## config.mk

```make
export PLATFORM = sky130hd
export DESIGN_NAME = dq_svm_modulator
export DESIGN_NICKNAME = d
export VERILOG_FILES = /design/src/rtl/svm_pkg.sv /design/src/rtl/svm_rotate.sv /design/src/rtl/svm_split.sv /design/src/rtl/svm_slot_writer.sv /design/src/rtl/dq_svm_modulator.sv
export SDC_FILE = /design/constraint.sdc
export NUM_CORES = 2
export LEC_CHECK = 0
export ABC_CLOCK_PERIOD_IN_PS = 23900
export BUFFER_PORTS_ARGS = -buffer_cell sky130_fd_sc_hd__buf_4
export CAP_MARGIN = 25
export CORE_UTILIZATION = 60
export CTS_BUF_LIST = sky130_fd_sc_hd__clkbuf_8 sky130_fd_sc_hd__clkbuf_16
export DETAILED_ROUTE_END_ITERATION = 12
export GPL_ROUTABILITY_DRIVEN = 0
export PLACE_DENSITY = 0.77
export SYNTH_ARGS = -nofsm -noshare
export SYNTH_HDL_FRONTEND = slang
export SYNTH_SLANG_ARGS = --single-unit
```

## constraint.sdc

```tcl
create_clock -name clk -period 23.9 [get_ports clk]
set_clock_uncertainty 0.15 [all_clocks]
set_input_delay 3.585 -clock clk [delete_from_list [all_inputs] [get_ports clk]]
set_output_delay 3.585 -clock clk [all_outputs]
set_load 0.02 [all_outputs]
```

## src/rtl/svm_pkg.sv

```systemverilog
package svm_pkg;

    localparam int WORD_W     = 32;
    localparam int TRIG_W     = 16;
    localparam int DUTY_W     = 14;
    localparam int SLOT_W     = DUTY_W + 1;
    localparam int NPH        = 3;
    localparam int BETA_SCALE = 37837;

    typedef logic signed [WORD_W-1:0] word_t;
    typedef logic [DUTY_W-1:0]        duty_t;
    typedef logic [SLOT_W-1:0]        slot_t;

    function automatic duty_t clamp_duty(input word_t v, input duty_t lim);
        word_t lim_w;
        lim_w = $signed({{(WORD_W-DUTY_W){1'b0}}, lim});
        if (v < 0)
            return '0;
        else if (v > lim_w)
            return lim;
        else
            return v[DUTY_W-1:0];
    endfunction

endpackage

```

## src/rtl/svm_rotate.sv

```systemverilog
module svm_rotate
    import svm_pkg::*;
(
    input  logic                     clk,
    input  logic                     rst_n,
    input  logic                     in_valid,
    input  logic [WORD_W-1:0]        dq,
    input  logic signed [TRIG_W-1:0] sin_v,
    input  logic signed [TRIG_W-1:0] cos_v,
    output logic                     out_valid,
    output word_t                    alpha,
    output word_t                    beta
);

    typedef struct packed {
        logic  va;
        word_t p_dc;
        word_t p_qs;
        word_t p_ds;
        word_t p_qc;
        logic  vb;
        word_t alp;
        word_t bet;
    } rot_t;

    rot_t  r_q, r_d;
    word_t d_w, q_w, s_w, c_w;

    assign d_w = $signed(dq);
    assign q_w = {{(WORD_W-16){dq[15]}}, dq[15:0]};
    assign s_w = word_t'(sin_v);
    assign c_w = word_t'(cos_v);

    always_comb begin
        r_d    = r_q;
        r_d.va = in_valid;
        if (in_valid) begin
            r_d.p_dc = d_w * c_w;
            r_d.p_qs = q_w * s_w;
            r_d.p_ds = d_w * s_w;
            r_d.p_qc = q_w * c_w;
        end
        r_d.vb = r_q.va;
        if (r_q.va) begin
            r_d.alp = r_q.p_dc - r_q.p_qs;
            r_d.bet = r_q.p_ds + r_q.p_qc;
        end
    end

    always_ff @(posedge clk) begin
        if (!rst_n)
            r_q <= '0;
        else
            r_q <= r_d;
    end

    assign out_valid = r_q.vb;
    assign alpha     = r_q.alp;
    assign beta      = r_q.bet;

endmodule

```

## src/rtl/svm_split.sv

```systemverilog
module svm_split
    import svm_pkg::*;
(
    input  logic                  clk,
    input  logic                  rst_n,
    input  logic                  in_valid,
    input  word_t                 alpha,
    input  word_t                 beta,
    input  duty_t                 period,
    output logic                  out_valid,
    output logic                  duty_en,
    output logic [NPH-1:0][DUTY_W-1:0] duty
);

    typedef struct packed {
        logic  va;
        word_t alp;
        word_t sb;
        logic  bneg;
        logic  vb;
        logic  en;
        logic [NPH-1:0][DUTY_W-1:0] ph;
    } spl_t;

    spl_t  r_q, r_d;
    word_t beta_hi;
    word_t a_sgn, b_sgn, mag_diff, m_lt, sect;
    word_t t1, t2, t3, s1, s2, s3;

    assign beta_hi = beta >>> 16;

    always_comb begin
        a_sgn    = {WORD_W{r_q.alp[WORD_W-1]}};
        b_sgn    = {WORD_W{r_q.bneg}};
        mag_diff = (a_sgn ^ r_q.alp) - (b_sgn ^ (r_q.sb + b_sgn));
        m_lt     = {WORD_W{mag_diff[WORD_W-1]}};
        sect     = a_sgn & ~m_lt;

        t1 = r_q.alp & sect;
        t2 = r_q.sb - t1;
        t3 = -r_q.sb - t1;
        t2 = t2 & (~b_sgn | sect);
        t3 = t3 & (b_sgn | sect);
        t1 = (r_q.alp + t2 + t3) & ~sect;

        s1 = t1 >>> 16;
        if (sect[0]) begin
            s2 = t2 >>> 16;
            s3 = t3 >>> 16;
        end else begin
            s2 = t2 >>> 15;
            s3 = t3 >>> 15;
        end
    end

    always_comb begin
        r_d    = r_q;
        r_d.va = in_valid;
        if (in_valid) begin
            r_d.alp  = alpha;
            r_d.sb   = word_t'(BETA_SCALE) * beta_hi;
            r_d.bneg = beta[WORD_W-1];
        end
        r_d.vb = r_q.va;
        if (r_q.va) begin
            r_d.en    = 1'b1;
            r_d.ph[0] = clamp_duty(s1, period);
            r_d.ph[1] = clamp_duty(s2, period);
            r_d.ph[2] = clamp_duty(s3, period);
        end
    end

    always_ff @(posedge clk) begin
        if (!rst_n)
            r_q <= '0;
        else
            r_q <= r_d;
    end

    assign out_valid = r_q.vb;
    assign duty_en   = r_q.en;
    assign duty      = r_q.ph;

endmodule

```

## src/rtl/svm_slot_writer.sv

```systemverilog
module svm_slot_writer
    import svm_pkg::*;
#(
    parameter int NSLOT = 16
) (
    input  logic                       clk,
    input  logic                       rst_n,
    input  logic                       in_valid,
    input  logic [NPH-1:0][DUTY_W-1:0] duty,
    input  logic [WORD_W-1:0]          slot_info,
    output logic [NPH-1:0][DUTY_W-1:0] prev,
    output logic                       done
);

    localparam int SLOT_AW = $clog2(NSLOT);
    localparam int STEP_W  = $clog2(NPH);

    typedef struct packed {
        logic                       act;
        logic [STEP_W-1:0]          step;
        logic [NSLOT-1:0][SLOT_W-1:0] slots;
        logic [NPH-1:0][DUTY_W-1:0] cap;
        logic                       dn;
    } wr_t;

    wr_t r_q, r_d;

    logic [NPH-1:0][SLOT_AW-1:0] idx_of_step;
    logic [STEP_W-1:0]           cur;
    logic                        active;
    logic [SLOT_AW-1:0]          widx;
    int                          wph;
    logic                        unused_info_bits;

    for (genvar g = 0; g < NPH; g++) begin : g_idx
        assign idx_of_step[g] = slot_info[8*g +: SLOT_AW];
    end

    assign unused_info_bits = ^{slot_info[31:24],
                                slot_info[23:16+SLOT_AW],
                                slot_info[15:8+SLOT_AW],
                                slot_info[7:SLOT_AW]};

    function automatic int phase_of_step(input logic [STEP_W-1:0] s);
        case (s)
            2'd0:    return 1;
            2'd1:    return 2;
            default: return 0;
        endcase
    endfunction

    always_comb begin
        r_d    = r_q;
        r_d.dn = 1'b0;
        active = in_valid | r_q.act;
        cur    = in_valid ? '0 : r_q.step;
        widx   = idx_of_step[cur];
        wph    = phase_of_step(cur);
        if (active) begin
            r_d.cap[wph]   = r_q.slots[widx][DUTY_W-1:0];
            r_d.slots[widx] = {1'b1, duty[wph]};
            if (int'(cur) == NPH-1) begin
                r_d.act  = 1'b0;
                r_d.step = '0;
                r_d.dn   = 1'b1;
            end else begin
                r_d.act  = 1'b1;
                r_d.step = cur + 1'b1;
            end
        end
    end

    always_ff @(posedge clk) begin
        if (!rst_n)
            r_q <= '0;
        else
            r_q <= r_d;
    end

    assign prev = r_q.cap;
    assign done = r_q.dn;

endmodule

```

## src/rtl/dq_svm_modulator.sv

```systemverilog
module dq_svm_modulator
    import svm_pkg::*;
#(
    parameter int NSLOT = 16
) (
    input  logic        clk,
    input  logic        rst_n,
    input  logic        start_i,
    input  logic [13:0] period_i,
    input  logic [31:0] dq_i,
    input  logic [15:0] sin_i,
    input  logic [15:0] cos_i,
    input  logic [31:0] slot_info_i,
    output logic [14:0] duty1_o,
    output logic [14:0] duty2_o,
    output logic [14:0] duty3_o,
    output logic [13:0] prev1_o,
    output logic [13:0] prev2_o,
    output logic [13:0] prev3_o,
    output logic        busy_o,
    output logic        done_o
);

    typedef struct packed {
        logic               busy;
        logic               go;
        duty_t              per;
        logic [WORD_W-1:0]  dq;
        logic [TRIG_W-1:0]  sn;
        logic [TRIG_W-1:0]  cs;
        logic [WORD_W-1:0]  info;
    } top_t;

    top_t r_q, r_d;

    logic                       rot_v, spl_v, spl_en, wr_done;
    word_t                      alpha, beta;
    logic [NPH-1:0][DUTY_W-1:0] duty, prev;

    always_comb begin
        r_d    = r_q;
        r_d.go = 1'b0;
        if (start_i && !r_q.busy) begin
            r_d.busy = 1'b1;
            r_d.go   = 1'b1;
            r_d.per  = period_i;
            r_d.dq   = dq_i;
            r_d.sn   = sin_i;
            r_d.cs   = cos_i;
            r_d.info = slot_info_i;
        end else if (wr_done) begin
            r_d.busy = 1'b0;
        end
    end

    always_ff @(posedge clk) begin
        if (!rst_n)
            r_q <= '0;
        else
            r_q <= r_d;
    end

    svm_rotate u_rot (
        .clk       (clk),
        .rst_n     (rst_n),
        .in_valid  (r_q.go),
        .dq        (r_q.dq),
        .sin_v     (r_q.sn),
        .cos_v     (r_q.cs),
        .out_valid (rot_v),
        .alpha     (alpha),
        .beta      (beta)
    );

    svm_split u_split (
        .clk       (clk),
        .rst_n     (rst_n),
        .in_valid  (rot_v),
        .alpha     (alpha),
        .beta      (beta),
        .period    (r_q.per),
        .out_valid (spl_v),
        .duty_en   (spl_en),
        .duty      (duty)
    );

    svm_slot_writer #(.NSLOT(NSLOT)) u_wr (
        .clk       (clk),
        .rst_n     (rst_n),
        .in_valid  (spl_v),
        .duty      (duty),
        .slot_info (r_q.info),
        .prev      (prev),
        .done      (wr_done)
    );

    assign duty1_o = {spl_en, duty[0]};
    assign duty2_o = {spl_en, duty[1]};
    assign duty3_o = {spl_en, duty[2]};
    assign prev1_o = prev[0];
    assign prev2_o = prev[1];
    assign prev3_o = prev[2];
    assign busy_o  = r_q.busy;
    assign done_o  = wr_done;

endmodule

```

==> Yosys cells after proc, flatten, opt, wreduce, memory -nomap -nowiden <==
Cells that the tools add are included.
{ "word_totals": {"word_cells": 122, "input_bits": 113, "output_inout_bits": 89, "regBits": 702} }
{ "op_classes": {"eq_ne": 2, "reduce_logical": 7, "multipliers": 5, "muxes": 28, "bitwise_logic": 13, "order_cmp": 11, "addsub": 10} }
{ "ops": {"columns": ["operator", "n"], "rows": [
  ["$bwmux W240", 1],
  ["$mux W14", 10],
  ["$and A32 B32 Y32", 4],
  ["$sub A32 B32 Y32", 4],
  ["$mux W111", 1],
  ["$add A32 B32 Y32", 3],
  ["$mul A16 B16 Y32", 2],
  ["$mul A32 B16 Y32", 2],
  ["$not A1 Y32", 2],
  ["$xor A1 B32 Y32", 2],
  ["$bmux W15 S4", 1],
  ["$demux W15 S4", 1],
  ["$bwmux W42", 1],
  ["$gt A17 B15 Y1", 2],
  ["$lt A17 B1 Y1 const B", 2],
  ["$add A32 B1 Y32", 1],
  ["$and A1 B32 Y32", 1],
  ["$mul A17 B16 Y32 const A", 1],
  ["$mux W16", 2],
  ["$neg A32 Y32", 1],
  ["$not A32 Y32", 1],
  ["$or A1 B32 Y32", 1],
  ["$or A32 B32 Y32", 1],
  ["$bmux W14 S2", 1],
  ["other kinds (23)", 28]
]} }

==> Logic depth before layout (Yosys ltp) <==
{ "logic_depth": {"depth_word": 14, "ltp_mapped": 63, "ltp_nobuf": 58} }

==> Cells and area by module <==
From an unflattened synthesis, not the netlist that was laid out.
{ "hier_totals": {"cells_unflattened": 8890, "area_unflattened_um2": 76255.6} }
{ "by_module_without_submodules": {"columns": ["mod", "seq_area_each_um2", "instances", "cells_each", "area_each_um2"], "rows": [
  ["svm_rotate", 3223.1, 1, 4678, 40393.7],
  ["svm_split", 2202.1, 1, 2225, 18475.2],
  ["svm_slot_writer", 5405.2, 1, 1500, 12916.1],
  ["dq_svm_modulator", 2242.2, 1, 487, 4470.5]
]} }

==> Worst setup path before layout <==
No wires, ideal clock.
{ "synth_timing": {"path_kind": "flip-flop to flip-flop", "startpoint": "register u_split.r_q (netlist bit u_split.b_sgn[0])", "endpoint": "register u_split.r_q (netlist bit u_split.duty[10])", "synth_period_minus_slack_ns": 12.751, "slack_ns": 11.149, "arrival_time_ns": 12.481, "required_time_ns": 23.630, "path_stages_with_launch": 56, "n_path_buf": 5, "setup_ns": 0.120, "path_cell_list": "dfxtp_1 -> ha_1 -> fa_1 -> a21o_1 -> a21o_1 -> a2111oi_2 -> o31ai_1 -> a221o_1 -> a21o_1 -> a21o_1 -> a21o_1 -> a21oi_1 -> xnor2_1 -> ha_1 -> nand4_1 -> nor4_1 -> a221oi_1 -> a31oi_1 -> [20 not listed] -> fa_1 -> ha_1 -> a211o_1 -> nand2_1 -> a21oi_1 -> a41o_1 -> or2_2 -> a21oi_1 -> o21ai_0 -> nor3_1 -> nor4_1 -> ha_1 -> nand2_1 -> or4_1 -> o31ai_4 -> buf_6 -> mux2i_1 -> o21ai_1"} }
{ "synth_via": {"elab_chain_cells": 14, "word_cells_on_any_way": 21, "classes_between": "add/sub: 6; order compare: 2; mux: 2; bitwise: 11"} }
{ "synth_lines": {"columns": ["element", "line", "source"], "rows": [
  ["start: declaration", "svm_split.sv:25", "spl_t r_q, r_d;"],
  ["start signal: assignment", "svm_split.sv:77", "r_q <= r_d;"],
  ["$add A32 B1 Y32", "svm_split.sv:35", "mag_diff = (a_sgn ^ r_q.alp) - (b_sgn ^ (r_q.sb + b_sgn));"],
  ["$xor A1 B32 Y32", "svm_split.sv:35", null],
  ["$sub A32 B32 Y32", "svm_split.sv:35", null],
  ["$not A1 Y32", "svm_split.sv:37", "sect = a_sgn & ~m_lt;"],
  ["$and A1 B32 Y32", "svm_split.sv:37", null],
  ["$and A32 B32 Y32", "svm_split.sv:39", "t1 = r_q.alp & sect;"],
  ["$sub A32 B32 Y32", "svm_split.sv:40", "t2 = r_q.sb - t1;"],
  ["$and A32 B32 Y32", "svm_split.sv:42", "t2 = t2 & (~b_sgn | sect);"],
  ["$add A32 B32 Y32 (2 in series)", "svm_split.sv:44", "t1 = (r_q.alp + t2 + t3) & ~sect;"],
  ["$and A32 B32 Y32 *", "svm_split.sv:44", null],
  ["$gt A16 B15 Y1", "svm_pkg.sv:19", "else if (v > lim_w)"],
  ["$mux W14", "svm_pkg.sv:19", null],
  ["$mux W14 *", "svm_pkg.sv:17", "if (v < 0)"]
]} }
Every way passes the cells marked *; elsewhere a longest branch is shown, timed or not.
A chain may end at the register's enable or synchronous reset.

==> Final worst setup path <==
{ "layout_timing": {"startpoint": "register u_split.r_q (netlist bit u_split.b_sgn[0])", "endpoint": "register u_split.r_q (netlist bit u_split.duty[4])"} }
The elaborated chain is that of the path after synthesis.

==> metrics.txt <==
clk buf depth 3; Worst Tran Pin Value approximately 1.2 ns; Final Setup Violations 0; chip width 349 um; Reg2Reg Depth between 40 and 50; largest net degree at the start of global routing 217; multiplexer area fraction after synthesis 0.0386; xor and xnor fraction of the mapped netlist area 0.0447; row count around 130; Crit Path Max Fanout between 60 and 70; drt first-iter violations 4407; relative max-transition margin 0.222; Nets a little over 10k; CTS tree built; layout cells sized above 1 0.0594; crit start category flop; Routed WL between 150000 and 200000 um; most frequent CP cell ha_1; Clock Sinks 618; HP Start u_wr.r_q[156]; PortBufs 181; Remaining DRCs 0; initial antenna violation count 3; worst setup path class flop to flop; largest family of logic cells by synthesized area adder cells; worst vdd ir between 0.00005 and 0.00006 V; synth cell count leaders nand2_1 (1393), inv_1 (1251), fa_1 (931); Cell Area, Synth between 70000 and 80000 um^2; Hold/Removal Path Class flop to flop; worst slack, placed between 8 and 9 ns; total chip power 0.00333 W; vias in the first global route a little under 60k; critical path arrival around 16 ns; Cell Area, Placed 74200 um^2; Synth Instances about 8.5k; die area 122000 um^2; CORE AREA around 120000 um^2; sequential area share after synthesis 0.171; area share of the largest cell type after synthesis 0.258; Worst path max stage delay 0.88 ns; Fin Setup TNS 0 ns; DR pass1 iterations 6; Final min period ~16 ns; Pwr Density roughly 43 nW/um^2; RSZ-0062 raised after global routing false; DR vias/cell roughly 5.8; Reg clk slew, reported paths ~0.060 ns; area share of fa/ha/maj cells after synthesis 0.374; simple-gate area share of the yosys netlist 0.161; CTS HTree Levels 3; top cell family by delay on the critical path compound AO/OA/AOI/OAI gates; setup bufs post-CTS 0; Hold EP u_wr.r_q[156]; Hold-fix buffers, CTS 0; Vias 57.6k; ys flop type dfxtp_1; number of flops mapped to enable cells by yosys 0; Root Driver clkbuf_16; post-route cell area 76900 um^2; fin crit share 0.650; worst-skew pair later-pin latency about 0.7 ns; post-cts resize count 0; fill cell count about 9.7k; synthesized flop and latch total between 600 and 700; LEAKAGE 34.2 nW; antenna-violating nets left 0; average routed wire per standard cell approximately 19 um; post-layout worst setup margin ~8.4 ns; r2r endpoint u_split.duty[4]; largest cells by area after synthesis fa_1 (26%), dfxtp_1 (17%), ha_1 (12%), nand2_1 (7.2%), inv_1 (6.5%); Layout area overhead 6.41%; Synth Warn # 0; All-Layer GR Usage 0.314; Crit path required time ~24 ns; count of cell types in the netlist 93; top-count cell post-synth nand2_1; maxcap violations 0; final hold vios 0; status complete, no violations; Hold Path Depth 2; endpoint class of the critical path flop; Die Y roughly 350 um; R2R Setup Slk 8.36 ns; gr ovfl total 0; CP max stage cell a211oi_1; CTS buffer count 72; mean area per synthesized cell around 8.5 um^2; Starting Density 0.608; CP bufs+invs 4; FFs w/ async S/R, synth 0; post-DP HPWL between 100000 and 150000 um; Slew Limit Fails 0; worst reg2reg startpoint u_split.b_sgn[0]; syn_nets 10.2k; largest area contributor in the netlist fa_1; FMAX 64.3 MHz; first-pass GRT wire length 306000 um; io pins ~200; complex-gate fraction of the synthesized area 0.115
## power by group
part	internal (W)	switching [W]	total [W]
Sequential	0.00106	0.0000354	0.00109
Clock	0.000646	0.000491	0.00114
Combinational	0.000431	0.000671	0.00110
Total	0.00213	0.00120	0.00333
## how the worst max path moves through the flow
stage          cells past startpoint  slack [ns]             start          endpoint
6_report                          49        8.36  u_split.b_sgn[0]   u_split.duty[4]
3_5_place_dp                      50        8.74  u_split.b_sgn[0]   u_split.duty[4]
5_1_grt                           50        7.65  u_split.b_sgn[0]   u_split.duty[4]
4_1_cts                           49        8.67  u_split.b_sgn[0]   u_split.duty[4]
2_1_floorplan                     55       11.15  u_split.b_sgn[0]  u_split.duty[10]
3_3_place_gp                      49        8.95  u_split.b_sgn[0]   u_split.duty[3]
## metal layers
layer,global-route usage,wire length (um)
met2,0.530,89800
met3,0.0510,14800
met5,0,33
met1,0.394,75900
met4,0.147,9490
## state kept, by name (all words and copies together), names as in the netlist, 16 cells and up
signal        cells
u_wr.r_q        227
u_rot.r_q        96
r_q              91
u_split.r_q      63
u_split.duty     42
u_wr.prev        42
u_rot.alpha      32
u_rot.beta       16
## cells in the final DEF, fill, tap and decap left out, types with 38 or more instances in the layout
| cell | n |
|---|---|
| nor2b_1 | 38 |
| buf_4 | 273 |
| inv_1 | 1266 |
| o21a_1 | 46 |
| nor3_1 | 58 |
| a21o_1 | 123 |
| o21ai_0 | 171 |
| a31oi_1 | 42 |
| a211oi_1 | 85 |
| nand3_1 | 51 |
| o21ai_1 | 41 |
| mux2i_1 | 236 |
| clkbuf_16 | 73 |
| a21oi_1 | 541 |
| and2_1 | 412 |
| ha_1 | 669 |
| nand2b_1 | 69 |
| nand2_1 | 1393 |
| xor2_1 | 113 |
| fa_1 | 931 |
| xnor2_1 | 253 |
| dfxtp_1 | 611 |
| nor2_1 | 383 |
## through the flow
| stage | hold WS, ns | util | instances |
|---|---|---|---|
| after floorplan | 0.275 | - | 8494 |
| after global placement | 0.287 | 0.625 | 9866 |
| after detailed placement | 0.293 | 0.625 | 9870 |
| after CTS | 0.301 | 0.646 | 10000 |
| after global routing | 0.315 | 0.647 | 10000 |
| final | 0.300 | 0.648 | 10000 |
## tightest hold or removal path, delay by kind of cell, from the launching register on
family	cells	cell delay [ns]
compound gates	1	0.05
flops	1	0.30
simple gates	1	0.05
## kinds of logic after synthesis
group	after synthesis
simple gates	2578
flops	618
mux	259
xor+xnor	367
fa+ha+maj	1600
compound gates	1324
buf+inv	1748
## final cells by class
| class | count | area, um^2 | area share |
|---|---|---|---|
| Timing Repair Buffer | 283 | 2200 | 0.0286 |
| Clock inverter | 44 | 458 | 0.00596 |
| Multi-Input combinational cell | 6128 | 53100 | 0.691 |
| Sequential cell | 618 | 12400 | 0.161 |
| Tap cell | 1600 | 2000 | 0.0260 |
| Clock buffer | 87 | 2020 | 0.0263 |
| Inverter | 1253 | 4710 | 0.0613 |
| Antenna cell | 1 | 2.50 | 0.0000326 |
(Power assumes the default switching activity.)
